## src/rtl/ecc_log_pkg.sv

```systemverilog
package ecc_log_pkg;
  localparam int LANES     = 4;
  localparam int REG_W     = 32;
  localparam int SLOT_W    = 16;
  // control register bit positions
  localparam int C_ECC_EN  = 0;
  localparam int C_SEC_IE  = 1;
  localparam int C_DED_IE  = 2;
  localparam int C_DIAG    = 3;
  localparam int C_HALF    = 4;
  localparam int S_SEC     = 8;
  localparam int S_DED     = 9;
  // address register field positions
  localparam int A_SET_LSB  = 16;
  localparam int A_MASK_LSB = 20;

  typedef enum logic [1:0] {
    RS_CTRL  = 2'd0,
    RS_ADDR  = 2'd1,
    RS_SYN_A = 2'd2,
    RS_SYN_B = 2'd3
  } reg_sel_e;

  typedef enum logic [1:0] {
    EV_NONE = 2'd0,
    EV_SEC  = 2'd1,
    EV_DED  = 2'd2
  } ev_kind_e;

  // packed so that bit n matches control register bit n
  typedef struct packed {
    logic half_sel;
    logic diag_en;
    logic ded_ie;
    logic sec_ie;
    logic ecc_en;
  } ctrl_t;
endpackage

```

## src/rtl/ecc_log_classify.sv

```systemverilog
module ecc_log_classify
  import ecc_log_pkg::*;
#(
  parameter int N = LANES
) (
  input  logic         beat,
  input  logic [N-1:0] sec,
  input  logic [N-1:0] ded,
  output ev_kind_e     kind,
  output logic [N-1:0] mask
);
  // double error outranks single error on the same beat
  always_comb begin
    kind = EV_NONE;
    mask = '0;
    if (beat) begin
      if (|ded) begin
        kind = EV_DED;
        mask = ded;
      end else if (|sec) begin
        kind = EV_SEC;
        mask = sec;
      end
    end
  end
endmodule

```

## src/rtl/ecc_log_ctrl.sv

```systemverilog
module ecc_log_ctrl
  import ecc_log_pkg::*;
(
  input  logic     clk,
  input  logic     rst_n,
  input  logic     we,
  input  ctrl_t    ctrl_new,
  input  logic     clr_sec,
  input  logic     clr_ded,
  input  ev_kind_e kind,
  output ctrl_t    ctrl,
  output logic     sts_sec,
  output logic     sts_ded,
  output logic     capture,
  output logic     sec_irq,
  output logic     ded_irq
);
  logic do_clr_sec, do_clr_ded;

  assign do_clr_sec = we & clr_sec;
  assign do_clr_ded = we & clr_ded;

  // record is taken by a first single error or by a double error over no double
  assign capture = ((kind == EV_DED) && !sts_ded) ||
                   ((kind == EV_SEC) && !sts_sec && !sts_ded);

  always_ff @(posedge clk) begin
    if (!rst_n) begin
      ctrl    <= '0;
      sts_sec <= 1'b0;
      sts_ded <= 1'b0;
    end else begin
      if (we) ctrl <= ctrl_new;
      sts_sec <= (kind == EV_SEC) | (sts_sec & ~do_clr_sec);
      sts_ded <= (kind == EV_DED) | (sts_ded & ~do_clr_ded);
    end
  end

  assign sec_irq = sts_sec & ctrl.sec_ie;
  assign ded_irq = sts_ded & ctrl.ded_ie;

  // a clear with no competing event leaves the bit low
  assert_w1c_ded_R7: assert property (@(posedge clk) disable iff (!rst_n)
    (do_clr_ded && kind != EV_DED) |=> !sts_ded);
  assert_w1c_sec_R7: assert property (@(posedge clk) disable iff (!rst_n)
    (do_clr_sec && kind != EV_SEC) |=> !sts_sec);
endmodule

```

## src/rtl/ecc_log_record.sv

```systemverilog
module ecc_log_record
  import ecc_log_pkg::*;
#(
  parameter int IDX_W = 11,
  parameter int SET_W = 3,
  parameter int SYN_W = 10,
  parameter int N     = LANES
) (
  input  logic             clk,
  input  logic             rst_n,
  input  logic             capture,
  input  logic             diag_cap,
  input  logic [IDX_W-1:0] idx,
  input  logic [SET_W-1:0] set,
  input  logic [N-1:0]     mask,
  input  logic [N*SYN_W-1:0] syn,
  input  logic [N*SYN_W-1:0] raw,
  output logic [IDX_W-1:0] rec_idx,
  output logic [SET_W-1:0] rec_set,
  output logic [N-1:0]     rec_mask,
  output logic [N*SYN_W-1:0] rec_syn
);
  always_ff @(posedge clk) begin
    if (!rst_n) begin
      rec_idx  <= '0;
      rec_set  <= '0;
      rec_mask <= '0;
    end else if (capture) begin
      rec_idx  <= idx;
      rec_set  <= set;
      rec_mask <= mask;
    end
  end

  for (genvar g = 0; g < N; g++) begin : g_lane
    always_ff @(posedge clk) begin
      if (!rst_n)
        rec_syn[g*SYN_W +: SYN_W] <= '0;
      else if (capture)
        rec_syn[g*SYN_W +: SYN_W] <= syn[g*SYN_W +: SYN_W];
      else if (diag_cap)
        rec_syn[g*SYN_W +: SYN_W] <= raw[g*SYN_W +: SYN_W];
    end
  end
endmodule

```

## src/rtl/ecc_err_logger.sv

```systemverilog
module ecc_err_logger
  import ecc_log_pkg::*;
#(
  parameter int IDX_W = 11,
  parameter int SET_W = 3,
  parameter int SYN_W = 10
) (
  input  logic                   clk,
  input  logic                   rst_n,
  input  logic                   chk_valid,
  output logic                   chk_ready,
  input  logic [IDX_W-1:0]       chk_index,
  input  logic [SET_W-1:0]       chk_set,
  input  logic [3:0]             chk_sec,
  input  logic [3:0]             chk_ded,
  input  logic [4*SYN_W-1:0]     chk_syn,
  input  logic [4*SYN_W-1:0]     chk_raw,
  input  logic                   chk_diag,
  input  logic [1:0]             reg_addr,
  input  logic                   reg_we,
  input  logic [31:0]            reg_wdata,
  output logic [31:0]            reg_rdata,
  output logic                   sec_irq,
  output logic                   ded_irq
);
  localparam int SYN_ALL = LANES * SYN_W;

  ev_kind_e           kind;
  logic [LANES-1:0]   ev_mask;
  ctrl_t              ctrl;
  logic               sts_sec, sts_ded, capture, diag_cap, ctl_we;
  logic [IDX_W-1:0]   rec_idx;
  logic [SET_W-1:0]   rec_set;
  logic [LANES-1:0]   rec_mask;
  logic [SYN_ALL-1:0] rec_syn;
  logic               wdata_unused;

  assign chk_ready    = 1'b1;
  assign ctl_we       = reg_we && (reg_sel_e'(reg_addr) == RS_CTRL);
  assign wdata_unused = ^{reg_wdata[REG_W-1:S_DED+1], reg_wdata[S_SEC-1:C_HALF+1]};

  ecc_log_classify #(.N(LANES)) u_classify (
    .beat (chk_valid & ctrl.ecc_en),
    .sec  (chk_sec),
    .ded  (chk_ded),
    .kind (kind),
    .mask (ev_mask)
  );

  ecc_log_ctrl u_ctrl (
    .clk      (clk),
    .rst_n    (rst_n),
    .we       (ctl_we),
    .ctrl_new (ctrl_t'(reg_wdata[C_HALF:C_ECC_EN])),
    .clr_sec  (reg_wdata[S_SEC]),
    .clr_ded  (reg_wdata[S_DED]),
    .kind     (kind),
    .ctrl     (ctrl),
    .sts_sec  (sts_sec),
    .sts_ded  (sts_ded),
    .capture  (capture),
    .sec_irq  (sec_irq),
    .ded_irq  (ded_irq)
  );

  assign diag_cap = chk_valid && !ctrl.ecc_en && ctrl.diag_en && chk_diag &&
                    (chk_index[0] == ctrl.half_sel);

  ecc_log_record #(.IDX_W(IDX_W), .SET_W(SET_W), .SYN_W(SYN_W), .N(LANES)) u_record (
    .clk      (clk),
    .rst_n    (rst_n),
    .capture  (capture),
    .diag_cap (diag_cap),
    .idx      (chk_index),
    .set      (chk_set),
    .mask     (ev_mask),
    .syn      (chk_syn),
    .raw      (chk_raw),
    .rec_idx  (rec_idx),
    .rec_set  (rec_set),
    .rec_mask (rec_mask),
    .rec_syn  (rec_syn)
  );

  // read mux: two lanes per syndrome register, even lane low
  always_comb begin
    reg_rdata = '0;
    case (reg_sel_e'(reg_addr))
      RS_CTRL: begin
        reg_rdata[C_HALF:C_ECC_EN] = ctrl;
        reg_rdata[S_SEC]           = sts_sec;
        reg_rdata[S_DED]           = sts_ded;
      end
      RS_ADDR: begin
        reg_rdata[IDX_W-1:0]             = rec_idx;
        reg_rdata[A_SET_LSB +: SET_W]    = rec_set;
        reg_rdata[A_MASK_LSB +: LANES]   = rec_mask;
      end
      default: begin
        for (int k = 0; k < LANES; k++) begin
          if (reg_addr[0] == k[1])
            reg_rdata[(k % 2) * SLOT_W +: SYN_W] = rec_syn[k*SYN_W +: SYN_W];
        end
      end
    endcase
  end

  // with checking off and no write, status cannot move
  assert_off_quiet_R2: assert property (@(posedge clk) disable iff (!rst_n)
    (!ctrl.ecc_en && !reg_we) |=> ($stable(sts_sec) && $stable(sts_ded)));
  // single error over an existing record keeps it
  assert_sec_hold_R4: assert property (@(posedge clk) disable iff (!rst_n)
    (chk_valid && ctrl.ecc_en && !(|chk_ded) && (|chk_sec) && (sts_sec || sts_ded))
      |=> ($stable(rec_idx) && $stable(rec_syn) && $stable(rec_mask)));
  // first double error takes the record
  assert_ded_takes_R5: assert property (@(posedge clk) disable iff (!rst_n)
    (chk_valid && ctrl.ecc_en && (|chk_ded) && !sts_ded)
      |=> (rec_idx == $past(chk_index) && rec_mask == $past(chk_ded)));
  // combined beat never raises the single-error bit
  assert_ded_first_R6: assert property (@(posedge clk) disable iff (!rst_n)
    (chk_valid && ctrl.ecc_en && (|chk_ded) && !sts_sec) |=> !sts_sec);
  // diagnostic load copies raw check bits
  assert_diag_copy_R9: assert property (@(posedge clk) disable iff (!rst_n)
    (chk_valid && !ctrl.ecc_en && ctrl.diag_en && chk_diag && (chk_index[0] == ctrl.half_sel))
      |=> (rec_syn == $past(chk_raw) && $stable(rec_idx)));
endmodule

```

## config.mk

```make
export PLATFORM = sky130hd
export DESIGN_NAME = ecc_err_logger
export DESIGN_NICKNAME = d
export VERILOG_FILES = /design/src/rtl/ecc_log_pkg.sv /design/src/rtl/ecc_log_classify.sv /design/src/rtl/ecc_log_ctrl.sv /design/src/rtl/ecc_log_record.sv /design/src/rtl/ecc_err_logger.sv
export SDC_FILE = /design/constraint.sdc
export NUM_CORES = 1
export LEC_CHECK = 0
export CORE_MARGIN = 10
export CORE_UTILIZATION = 33
export CTS_CLUSTER_SIZE = 40
export DETAILED_ROUTE_END_ITERATION = 10
export GPL_ROUTABILITY_DRIVEN = 0
export GPL_TIMING_DRIVEN = 1
export PLACE_DENSITY_LB_ADDON = 0.15
export SLEW_MARGIN = 20
export SYNTH_ARGS = -nofsm -noshare
export SYNTH_HDL_FRONTEND = slang
export SYNTH_SLANG_ARGS = --single-unit
```

## constraint.sdc

```tcl
create_clock -name clk -period 1.6 [get_ports clk]
set_input_delay 0.24 -clock clk [delete_from_list [all_inputs] [get_ports clk]]
set_output_delay 0.24 -clock clk [all_outputs]
set_load 0.01 [all_outputs]
```

==> flow_summary.toml <==
[synth]
syn_inst = 407
ys.flop_type = "dfxtp_1"
synth_edf_count = 0
synth_common_cells = "65 x dfxtp_1, 58 x o21ai_0, 40 x a31oi_1, 40 x nand3_1, 35 x nand2_1"
synth_most_common_cell = "dfxtp_1"
synth_top_area_share_pct = 37.9
synth.avg_cell_area_um2 = 8.43
ys_seq_area_share_pct = 37.9
synth_cell_types = 34
async_flop_share_pct = 0
yosysWarnings = 0
synth_top_area_cell = "dfxtp_1"
ys_ff_latch = 65
synth_area_leaders = "dfxtp_1 38%, o21ai_0 8.5%, a31oi_1 7.3%"
synth.cell_area_mm2 = 0.00343

[worst_hold_path]
hold_path_class = "input pin to flip-flop"
hold_path_depth = 4
whs_endpoint = "u_record.rec_syn[8]"
hp-start = "rst_n"

[grt]
grt_pass1_vias = 3861
grt_max_degree = 66
grt_overflow_total = 0
grt_pass1_wl_um = 21900
track_usage_pct = 18.6
antenna_found_initial = 0

[clock_network]
cts.sinks = 65
clk_pin_slew_ps = 70
insertion_delay_ps = 340
cts.path.max_buffers = 2
cts_root_buf = "clkbuf_8"
htree_levels = 3
cts_buffers = 9
cts_tree = "yes"

[timing]
hold_violations = 0
setup_ws_ps = 45.2
min_period_ps = 1550
clock_skew_ps = 10.8
finalSetupViolCount = 0
drv_slew = 0
fmax_ghz = 0.643
period_share_pct = 97.2

[route]
drtIter0Drc = 252
routed_wl_um = 14200
drc = 0
met3_length_um = 1040
met2_wirelength_um = 6890
wl_per_cell_um = 20.3
drt-met1-wl_um = 6160
viasPerCell = 5.30
postRouteAntennaNets = 0
first_pass_iters = 4
vias = 3710
highest_layer = "met4"

[floorplan]
die_w_um = 122
core_area_mm2 = 0.0102
row_count = 37
io_pins = 176
die-area_mm2 = 0.0149
start_util_pct = 33.5
die_y_um = 122

[power_and_ir_drop]
combPwrFrac_pct = 21.0
finalPower_w = 0.00398
seqPwrFrac_pct = 43.3
switching_power_w = 0.00104
power_leakage_nw = 2.08
cellPowerDensity_mw_per_mm2 = 712
clockPowerShare_pct = 35.7
ir_drop_mv = 0.347
intPower_w = 0.00294
switching_share_pct = 26.2

[outcome]
outcome = "completed"

[worst_setup_path]
cp.required_ps = 1360
worst_setup_path_start_kind = "input pin"
cpMostUsedCell = "buf_2"
cpLargestDelayFamily = "buffers and inverters"
critPathCaptureType = "output pin"
r2r_cells = 6
reg2reg_from = "u_ctrl.sts_ded"
arrival_ps = 1310
path_max_fanout = 8
r2r-end = "u_record.rec_syn[20]"
critPathSlowestCell = "mux2_2"
max_stage_delay_ps = 330
rrSetupSlack_ps = 80
crit_type = "input pin to output pin"
crit_chain = "buf_2 -> bufbuf_16 -> mux2_2 -> a22o_1 -> buf_2"
crit_buf_inv = 3

[final_layout]
nets = 700
areaGrowthSynthToFinish_pct = 62.8
n_antenna_cell = 0
final_cells = 700
seq_area_mm2 = 0.00131
multi_input_area_mm2 = 0.00193
num-fill-cells = 962
drive_above_1_share_pct = 22.0

[placed_design]
dp_cells = 664
hpwlAfterDp_um = 9490
dpl_worst_slack_ps = -596
portBuffers = 138

[job]
cap_viol_max_count = 0
[area by class of cell]
cell class / count / area share (%)
tap: 136 / 3.05
sequential: 65 / 23.5
multi-input combinational: 297 / 34.6
clock buffer: 11 / 2.53
timing repair buffer: 186 / 35.3
clock inverter: 5 / 0.986
[logic make-up after synthesis]
group                  count (synthesis)  synth area share (%)
AND/OR/NAND/NOR                      102                  15.6
XOR/XNOR                               2                 0.511
flip-flops                            65                  37.9
buffers and inverters                 55                  7.84
AO/OA/AOI/OAI                        156                  27.7
other                                  2                 0.219
multiplexers                          25                  10.2
[state kept, by name (all words and copies together) (netlist names)]
| name | count |
|---|---|
| u_record.rec_set | 3 |
| u_ctrl.sts_ded | 1 |
| u_ctrl.sts_sec | 1 |
| u_ctrl.ctrl | 5 |
| u_record.rec_mask | 4 |
| u_record.rec_idx | 11 |
| u_record.rec_syn | 40 |
[per-layer routing]
| layer | track usage (%) | up-vias |
|---|---|---|
| li1 | - | 1792 |
| met1 | 24.1 | 1764 |
| met2 | 30.5 | 144 |
| met3 | 4.07 | 10 |
| met4 | 5.22 | 0 |
| met5 | 0 | - |
[worst register-to-register path, stage by stage, from the launching register on]
cell and delay, ps:
dfxtp_2 370, and4bb_2 270, a22oi_4 220, buf_8 180, clkbuf_16 160, o21ai_0 70, a31oi_1 160
[power groups by stage]
stage | Clock, W | Combinational (W) | Sequential, W
floorplan | 0 | 0.000312 | 0.00173
global placement | 0 | 0.000746 | 0.00176
detailed placement | 0 | 0.000750 | 0.00176
CTS | 0.00143 | 0.000820 | 0.00172
global route | 0.00151 | 0.000898 | 0.00173
finish | 0.00142 | 0.000835 | 0.00172
[through the flow]
step                      TNS [ps]  area, um2  util, %  hold slack [ps]
after floorplan                  0       3470        -              375
after global placement      -40540       5090     49.7              440
after detailed placement    -41470       5090     49.7              450
after CTS                    -24.6       5540     54.1              387
after global routing         -33.6       5580     54.6              384
final                            0       5580     54.6              372
[placed cells by master (no fill, tap or decap), types with 10 or more instances in the layout]
master | synthesis | layout
clkdlybuf4s50_1 | 0 | 104
o21ai_0 | 58 | 56
dfxtp_1 | 65 | 55
nand3_1 | 40 | 40
a31oi_1 | 40 | 40
nand2_1 | 35 | 35
o21ai_1 | 22 | 23
buf_2 | 11 | 21
buf_4 | 13 | 21
a21boi_1 | 18 | 18
conb_1 | 2 | 12
buf_12 | 0 | 12
nor2b_1 | 11 | 11
mux2_2 | 10 | 10
a22o_1 | 11 | 10
clkbuf_8 | 0 | 10
dfxtp_2 | 0 | 10
[what timing repair did]
action | 4_1_cts | 5_1_grt
hold buffers | 0 | 0
resized for setup | 111 | 22
gates cloned | 7 | 4
buffers inserted | 10 | 0
setup endpoints to repair | 81 | 42
pin swaps | 4 | 6
[how the worst max path moves through the flow]
| stage | start | end | slack (ps) | cells past startpoint |
|---|---|---|---|---|
| global route | chk_ded[0] | u_record.rec_mask[2] | -30 | 8 |
| finish | reg_addr[1] | reg_rdata[18] | 50 | 5 |
| global placement | reg_addr[1] | reg_rdata[18] | -620 | 6 |
| floorplan | chk_ded[1] | u_record.rec_idx[10] | 3 | 6 |
| detailed placement | reg_addr[1] | reg_rdata[20] | -600 | 6 |
| CTS | reg_addr[0] | reg_rdata[9] | -10 | 4 |
(Power assumes the default switching activity.)
